## src/rtl/rtc_pkg.sv

```systemverilog
package rtc_pkg;

  localparam int A_SEC  = 0;
  localparam int A_MIN  = 2;
  localparam int A_HR   = 4;
  localparam int A_DOW  = 6;
  localparam int A_DATE = 7;
  localparam int A_MON  = 8;
  localparam int A_YR   = 9;
  localparam int A_CTLA = 10;
  localparam int A_CTLB = 11;
  localparam int A_FLAG = 12;
  localparam int A_VALID = 13;

  localparam int CTLB_BIN_BIT = 2;

  typedef enum logic [2:0] {
    F_SEC, F_MIN, F_HR, F_DOW, F_DATE, F_MON, F_YR
  } fld_e;

  typedef enum logic [2:0] {
    K_TIME, K_CTLA, K_CTLB, K_FLAG, K_VALID, K_RAM
  } kind_e;

  typedef struct packed {
    logic [6:0] sec;
    logic [6:0] min;
    logic [6:0] hr;
    logic [2:0] dow;
    logic [4:0] date;
    logic [3:0] mon;
    logic [6:0] yr;
  } tod_t;

  function automatic logic [7:0] to_bcd(input logic [6:0] v);
    logic [7:0] t;
    t = {1'b0, v} / 8'd10;
    return (t << 4) + ({1'b0, v} - t * 8'd10);
  endfunction

  function automatic logic [6:0] from_bcd(input logic [7:0] b);
    return ({3'b000, b[7:4]} * 7'd10) + {3'b000, b[3:0]};
  endfunction

  function automatic logic [4:0] month_len(input logic [3:0] m, input logic leap);
    case (m)
      4'd2:                      return leap ? 5'd29 : 5'd28;
      4'd4, 4'd6, 4'd9, 4'd11:   return 5'd30;
      default:                   return 5'd31;
    endcase
  endfunction

endpackage

```

## src/rtl/rtc_timekeeper.sv

```systemverilog
module rtc_timekeeper
  import rtc_pkg::*;
#(
  parameter int SEC_MAX = 59,
  parameter int MIN_MAX = 59,
  parameter int HR_MAX  = 23,
  parameter int DOW_MAX = 7,
  parameter int MON_MAX = 12,
  parameter int YR_MAX  = 99
) (
  input  logic       clk,
  input  logic       rst,
  input  logic       tick,
  input  logic       ld_en,
  input  fld_e       ld_fld,
  input  logic [6:0] ld_val,
  output tod_t       tod_q
);

  logic       sec_end, min_end, hr_end, day_end, mon_end;
  logic [4:0] mlen;

  always_comb begin
    mlen    = month_len(tod_q.mon, tod_q.yr[1:0] == 2'b00);
    sec_end = tod_q.sec >= 7'(SEC_MAX);
    min_end = sec_end && (tod_q.min >= 7'(MIN_MAX));
    hr_end  = min_end && (tod_q.hr >= 7'(HR_MAX));
    day_end = hr_end && (tod_q.date >= mlen);
    mon_end = day_end && (tod_q.mon >= 4'(MON_MAX));
  end

  always_ff @(posedge clk) begin
    if (rst) begin
      tod_q.sec  <= '0;
      tod_q.min  <= '0;
      tod_q.hr   <= '0;
      tod_q.dow  <= 3'd1;
      tod_q.date <= 5'd1;
      tod_q.mon  <= 4'd1;
      tod_q.yr   <= '0;
    end else if (ld_en) begin
      case (ld_fld)
        F_SEC:   tod_q.sec  <= ld_val;
        F_MIN:   tod_q.min  <= ld_val;
        F_HR:    tod_q.hr   <= ld_val;
        F_DOW:   tod_q.dow  <= ld_val[2:0];
        F_DATE:  tod_q.date <= ld_val[4:0];
        F_MON:   tod_q.mon  <= ld_val[3:0];
        default: tod_q.yr   <= ld_val;
      endcase
    end else if (tick) begin
      tod_q.sec <= sec_end ? 7'd0 : tod_q.sec + 7'd1;
      if (sec_end) tod_q.min <= min_end ? 7'd0 : tod_q.min + 7'd1;
      if (min_end) tod_q.hr  <= hr_end  ? 7'd0 : tod_q.hr + 7'd1;
      if (hr_end) begin
        tod_q.dow  <= (tod_q.dow >= 3'(DOW_MAX)) ? 3'd1 : tod_q.dow + 3'd1;
        tod_q.date <= day_end ? 5'd1 : tod_q.date + 5'd1;
      end
      if (day_end) tod_q.mon <= mon_end ? 4'd1 : tod_q.mon + 4'd1;
      if (mon_end) tod_q.yr  <= (tod_q.yr >= 7'(YR_MAX)) ? 7'd0 : tod_q.yr + 7'd1;
    end
  end

  assert_sec_step_R9: assert property (@(posedge clk) disable iff (rst)
    (tick && !ld_en && tod_q.sec < 7'(SEC_MAX)) |=> tod_q.sec == $past(tod_q.sec) + 7'd1);

  assert_date_restart_R10: assert property (@(posedge clk) disable iff (rst)
    (tick && !ld_en && day_end) |=> tod_q.date == 5'd1);

  assert_dow_wrap_R11: assert property (@(posedge clk) disable iff (rst)
    (tick && !ld_en && hr_end && tod_q.dow == 3'(DOW_MAX)) |=> tod_q.dow == 3'd1);

  assert_load_wins_R13: assert property (@(posedge clk) disable iff (rst)
    (ld_en && tick && ld_fld == F_SEC) |=> tod_q.sec == $past(ld_val));

endmodule

```

## src/rtl/rtc_ctrl.sv

```systemverilog
module rtc_ctrl #(
  parameter int NIB_W   = 4,
  parameter int BIN_BIT = 2
) (
  input  logic             clk,
  input  logic             rst,
  input  logic             tick,
  input  logic             wr_a,
  input  logic             wr_b,
  input  logic             rd_flag,
  input  logic [7:0]       wdata,
  output logic [NIB_W-1:0] nib_q,
  output logic             bin_q,
  output logic             upd_q
);

  always_ff @(posedge clk) begin
    if (rst) begin
      nib_q <= '0;
      bin_q <= 1'b0;
      upd_q <= 1'b0;
    end else begin
      if (wr_a) nib_q <= wdata[NIB_W-1:0];
      if (wr_b) bin_q <= wdata[BIN_BIT];
      upd_q <= tick | (upd_q & ~rd_flag);
    end
  end

  assert_flag_set_R6: assert property (@(posedge clk) disable iff (rst)
    tick |=> upd_q);

  assert_flag_clear_R6: assert property (@(posedge clk) disable iff (rst)
    (rd_flag && !tick) |=> !upd_q);

endmodule

```

## src/rtl/rtc_nvram.sv

```systemverilog
module rtc_nvram #(
  parameter int DEPTH = 64,
  parameter int WIDTH = 8,
  localparam int IDX_W = $clog2(DEPTH)
) (
  input  logic             clk,
  input  logic             we,
  input  logic [IDX_W-1:0] waddr,
  input  logic [WIDTH-1:0] wdata,
  input  logic             re,
  input  logic [IDX_W-1:0] raddr,
  output logic [WIDTH-1:0] rdata_q
);

  logic [WIDTH-1:0] mem [DEPTH];

  always_ff @(posedge clk) begin
    if (we) mem[waddr] <= wdata;
  end

  always_ff @(posedge clk) begin
    if (re) rdata_q <= mem[raddr];
  end

endmodule

```

## src/rtl/rtc_regfile.sv

```systemverilog
module rtc_regfile
  import rtc_pkg::*;
#(
  parameter int ADDR_W    = 8,
  parameter int RAM_DEPTH = 64,
  parameter int FOLD_W    = 6
) (
  input  logic       clk,
  input  logic       rst,
  input  logic       wrap6,
  input  logic       tick_1s,
  input  logic       addr_we,
  input  logic       data_we,
  input  logic       data_rd,
  input  logic [7:0] wdata,
  output logic [7:0] rdata
);

  localparam int IDX_W = $clog2(RAM_DEPTH);
  localparam logic [ADDR_W-1:0] FOLD_MASK = ADDR_W'((1 << FOLD_W) - 1);

  logic [ADDR_W-1:0] addr_q, eff;
  kind_e             kind;
  fld_e              fld;
  tod_t              tod;
  logic [3:0]        nib;
  logic              bin_mode, upd;
  logic [6:0]        tval;
  logic [7:0]        rd_val, reg_q, ram_q;
  logic              from_ram_q;
  logic              ld_en, wr_a, wr_b, rd_flag, ram_we;
  logic [6:0]        ld_val;

  always_ff @(posedge clk) begin
    if (rst)          addr_q <= '0;
    else if (addr_we) addr_q <= wdata[ADDR_W-1:0];
  end

  always_comb begin
    eff  = wrap6 ? (addr_q & FOLD_MASK) : addr_q;
    kind = K_TIME;
    fld  = F_SEC;
    case (eff)
      ADDR_W'(A_SEC):   fld = F_SEC;
      ADDR_W'(A_MIN):   fld = F_MIN;
      ADDR_W'(A_HR):    fld = F_HR;
      ADDR_W'(A_DOW):   fld = F_DOW;
      ADDR_W'(A_DATE):  fld = F_DATE;
      ADDR_W'(A_MON):   fld = F_MON;
      ADDR_W'(A_YR):    fld = F_YR;
      ADDR_W'(A_CTLA):  kind = K_CTLA;
      ADDR_W'(A_CTLB):  kind = K_CTLB;
      ADDR_W'(A_FLAG):  kind = K_FLAG;
      ADDR_W'(A_VALID): kind = K_VALID;
      default:          kind = K_RAM;
    endcase
  end

  always_comb begin
    ld_en   = data_we && kind == K_TIME;
    wr_a    = data_we && kind == K_CTLA;
    wr_b    = data_we && kind == K_CTLB;
    ram_we  = data_we && kind == K_RAM;
    rd_flag = data_rd && kind == K_FLAG;
    ld_val  = bin_mode ? wdata[6:0] : from_bcd(wdata);
  end

  rtc_timekeeper u_time (
    .clk    (clk),
    .rst    (rst),
    .tick   (tick_1s),
    .ld_en  (ld_en),
    .ld_fld (fld),
    .ld_val (ld_val),
    .tod_q  (tod)
  );

  rtc_ctrl #(.NIB_W(4), .BIN_BIT(CTLB_BIN_BIT)) u_ctrl (
    .clk     (clk),
    .rst     (rst),
    .tick    (tick_1s),
    .wr_a    (wr_a),
    .wr_b    (wr_b),
    .rd_flag (rd_flag),
    .wdata   (wdata),
    .nib_q   (nib),
    .bin_q   (bin_mode),
    .upd_q   (upd)
  );

  rtc_nvram #(.DEPTH(RAM_DEPTH), .WIDTH(8)) u_ram (
    .clk     (clk),
    .we      (ram_we),
    .waddr   (eff[IDX_W-1:0]),
    .wdata   (wdata),
    .re      (data_rd),
    .raddr   (eff[IDX_W-1:0]),
    .rdata_q (ram_q)
  );

  always_comb begin
    case (fld)
      F_SEC:   tval = tod.sec;
      F_MIN:   tval = tod.min;
      F_HR:    tval = tod.hr;
      F_DOW:   tval = {4'b0000, tod.dow};
      F_DATE:  tval = {2'b00, tod.date};
      F_MON:   tval = {3'b000, tod.mon};
      default: tval = tod.yr;
    endcase
    case (kind)
      K_TIME:  rd_val = (bin_mode || fld == F_DOW) ? {1'b0, tval} : to_bcd(tval);
      K_CTLA:  rd_val = {4'h2, nib};
      K_CTLB:  rd_val = {5'b00000, bin_mode, 2'b10};
      K_FLAG:  rd_val = upd ? 8'h10 : 8'h00;
      K_VALID: rd_val = 8'h80;
      default: rd_val = 8'h00;
    endcase
  end

  always_ff @(posedge clk) begin
    if (rst) begin
      reg_q      <= '0;
      from_ram_q <= 1'b0;
    end else if (data_rd) begin
      reg_q      <= rd_val;
      from_ram_q <= kind == K_RAM;
    end
  end

  assign rdata = from_ram_q ? ram_q : reg_q;

  assert_rdata_hold_R1: assert property (@(posedge clk) disable iff (rst)
    !data_rd |=> $stable(rdata));

  assert_ctla_prefix_R4: assert property (@(posedge clk) disable iff (rst)
    (data_rd && eff == ADDR_W'(A_CTLA)) |=> rdata[7:4] == 4'h2);

  assert_valid_const_R7: assert property (@(posedge clk) disable iff (rst)
    (data_rd && eff == ADDR_W'(A_VALID)) |=> rdata == 8'h80);

  assert_ctlb_24h_R5: assert property (@(posedge clk) disable iff (rst)
    (data_rd && eff == ADDR_W'(A_CTLB)) |=> rdata[1] && !rdata[0]);

endmodule

```

## config.mk

```make
export PLATFORM = sky130hd
export DESIGN_NAME = rtc_regfile
export DESIGN_NICKNAME = d
export VERILOG_FILES = /design/src/rtl/rtc_pkg.sv /design/src/rtl/rtc_timekeeper.sv /design/src/rtl/rtc_ctrl.sv /design/src/rtl/rtc_nvram.sv /design/src/rtl/rtc_regfile.sv
export SDC_FILE = /design/constraint.sdc
export NUM_CORES = 1
export LEC_CHECK = 0
export BUFFER_PORTS_ARGS = -buffer_cell sky130_fd_sc_hd__buf_2
export CAP_MARGIN = 40
export CORE_UTILIZATION = 35
export CTS_CLUSTER_DIAMETER = 100
export DETAILED_ROUTE_END_ITERATION = 8
export MAX_ROUTING_LAYER = met4
export PLACE_DENSITY_LB_ADDON = 0.08
export REMOVE_ABC_BUFFERS = 1
export SKIP_CTS_REPAIR_TIMING = 1
export SLEW_MARGIN = 20
export SYNTH_ARGS = -nofsm -noshare
export SYNTH_HDL_FRONTEND = slang
export SYNTH_HIERARCHICAL = 1
export SYNTH_SLANG_ARGS = --single-unit
```

## constraint.sdc

```tcl
create_clock -name clk -period 11.2 [get_ports clk]
set_input_delay 0.56 -clock clk [delete_from_list [all_inputs] [get_ports clk]]
set_output_delay 0.56 -clock clk [all_outputs]
set_load 0.05 [all_outputs]
```

==> run summary <==
CP endpoint kind: flop
Critical Path Slowest Stage Cell: o311a_1
Worst EP required: 11.65 ns
RSZ-0062 raised after global routing: no
R2r setup slk: 4.58 ns
Synthesis-to-layout area growth: 14.0%
Met3 usage: 3.20%
CP cell instances: buf_4, nor2_1, nand2_1, o311a_1, clkinv_1, o32ai_1, nor3_1, ha_1, o311a_1, a2111oi_1, o31ai_1, o211ai_1, ha_1, ha_1, inv_1, fa_1, fa_1, ha_1, inv_1, o21bai_1, a21oi_1, xor2_1, xnor2_1, o22ai_1
Syn_area_per_cell: 15.9 um2
Synth async-reset ratio: 0%
Outcome: completed
Root Buffer: clkbuf_16
Num rows: 98
CTS Buf Count: 67
Seq/Total Area, Yosys: 65.9%
Critical path's largest stage delay: 0.60 ns
Area post-placement: 26900 um2
Vias per inst: 5.48
TritonCTS clock tree: yes
Clock Latency Late Sink: 0.61 ns
First-pass GRT wire length: 102000 um
Reg2reg end: reg_q[7]
Share of layout cells above drive strength 1: 21.7%
Clk pin slew, worst setup/hold paths: 0.06 ns
I/O Buffers: 22
Critical path arrival: 7.07 ns
Worst reg2reg path depth: 24
Clock Sinks: 583
Post-synthesis instance area: 25600 um2
Worst slew pin tran: 0.894 ns
M2 GR Usage: 29.5%
Final min period: 6.62 ns
GR Layer Usage met1: 26.8%
Largest net degree at the start of global routing: 93
Non-filler instance count after layout: 2691
Setup_tns: 0 ns
DRT iter0 DRCs: 1301
Nets: 1745
Die Area: 74200 um2
Final Max Slew Viols: 0
Die Wd: 272 um
Hold Crit Start: tick_1s
Vias in the first global route: 14700
WL/cell: 25.5 um
Hold EP: u_ctrl/upd_q
FMAX: 151 MHz
Number of synthesized flops with an enable pin: 520
Core Area: 72000 um2
Worst setup path class: flop to flop
Top cell by count, worst path: ha_1
Hold Vio Cnt, Final: 0
Placed cells: 2552
HPWL Detailed: 43400 um
Max_cap viols: 0
DRT Pass-1 Iters: 5
Yosys reg bits: 583
Drt drc: 0
Clock Tree Buf Depth: 3
HP Class: input pin to flop
Netlist cell types: 93
Layer with the highest usage: met2
Synth area leaders: edfxtp_1 (61%), mux4_2 (11%), dfxtp_1 (4.9%)
Hold depth: 3
Fin crit share: 59.1%
Fin util: 40.6%
CP startpoint: addr_q[4]
P per Cell Area: 173 nW/um2
Ys Warns: 6
Total wire length: 68700 um
Antenna violations before repair: 2
Vias: 14800
Leakage: 0.00928 uW
H-Tree Level Count: 3
RR Startpoint: addr_q[4]
Routability cong.: 0.821
Final setup fails: 0
Peak supply drop: 0.150 mV
Mapped Cells: 1609
Yosys top cell area share: 61.0%
CP Launch Type: flop
Fin Hold WS: 0.236 ns
Detail Route Antenna Nets: 0
Critical Path Fanout Max: 43
Die Y: 272 um
GRT Overall Usage: 19.2%
Initial Util: 35.6%
Normalized max-slew margin: 40.2%
Design area: 29200 um2
IO Pins: 23
Fin Clk Skew: 0.0136 ns
Yosys top cell by area: edfxtp_1
Grt total ovfl: 0
Most used DFF post-synth: edfxtp_1
[kinds of logic after synthesis]
| kind of cell | share of synthesized area, % |
|---|---|
| xor gates and xnor gates | 0.479 |
| DFF | 65.9 |
| AOI/OAI and AO/OA | 7.84 |
| adders and majority gates | 2.11 |
| and+or+nand+nor | 7.32 |
| buffers and inverters | 2.54 |
| muxes | 13.8 |
[Yosys cell counts, types with 11 or more instances]
cell type / n
o22ai_1: 11
mux2_2: 25
nor2_1: 145
o31ai_1: 11
clkbuf_1: 42
inv_1: 31
buf_2: 21
a21oi_1: 59
edfxtp_1: 520
buf_4: 14
ha_1: 32
nand3_1: 34
nor2b_1: 21
mux4_2: 126
nand2_1: 66
o21ai_0: 38
mux2i_1: 41
dfxtp_1: 63
nor3_1: 27
a211oi_1: 18
nand2b_1: 15
[worst max path at each step]
stage | endpoint | cells after the start | slack [ns]
after floorplan | reg_q[6] | 23 | -0.05
after global placement | reg_q[7] | 24 | 4.63
after detailed placement | reg_q[7] | 24 | 4.56
after CTS | reg_q[7] | 24 | 4.54
after global routing | reg_q[7] | 24 | 4.16
final | reg_q[7] | 24 | 4.58
[layer usage]
metal / up-vias / share of wire (%) / wire length (um)
met1: 7655 / 47 / 32100
met3: 87 / 4.4 / 3020
met5: - / 0 / 0
met4: 0 / 1.9 / 1280
met2: 398 / 47 / 32300
li1: 6618 / - / -
[area by class of cell]
class	count	area, um2
fillers	6572	42800
flip-flops and latches	583	16900
multi-input cells	897	8080
clock buffers	79	1740
well taps	950	1190
repair buffers	106	791
clock inverters	38	369
inverters	36	135
diodes	2	5.00
[critical path, delay by kind of cell, from the launching register on]
kind	cells	cell delay [ns]
XOR/XNOR	2	0.36
buffers and inverters	4	1.02
AND/OR/NAND/NOR	3	0.69
flip-flops	1	0.31
AO/OA/AOI/OAI	9	2.21
adder cells (fa/ha/maj)	6	1.88
[registers in the layout (all words and copies together) (netlist names)]
register	flops
addr_q	8
from_ram_q	1
reg_q	8
u_ctrl/bin_q	1
u_ctrl/nib_q	4
u_ctrl/upd_q	1
u_ram/mem	512
u_ram/rdata_q	8
u_time/tod_q	40
[placed cells by master (no fill, tap or decap), types with 34 or more instances in the layout]
cell       netlist  final
nand3_1         34     34
mux4_2         126    126
a21oi_1         59     59
o21ai_0         38     38
mux2i_1         41     41
nor2_1         145    145
buf_4           14     77
edfxtp_1       520    520
clkbuf_16        0     68
dfxtp_1         63     58
nand2_1         66     66
[through the flow]
stage / setup slack, ns / total power [uW]
2_1_floorplan: -0.0508 / 2800
3_3_place_gp: 4.63 / 2960
3_5_place_dp: 4.56 / 2970
4_1_cts: 4.54 / 5110
5_1_grt: 4.16 / 5230
6_report: 4.58 / 5050
[power by group]
group	internal, uW	switching, uW
Combinational	186	313
Clock	1220	907
Sequential	2390	32.1
Total	3800	1250
Power figures use the tool's default switching activity.
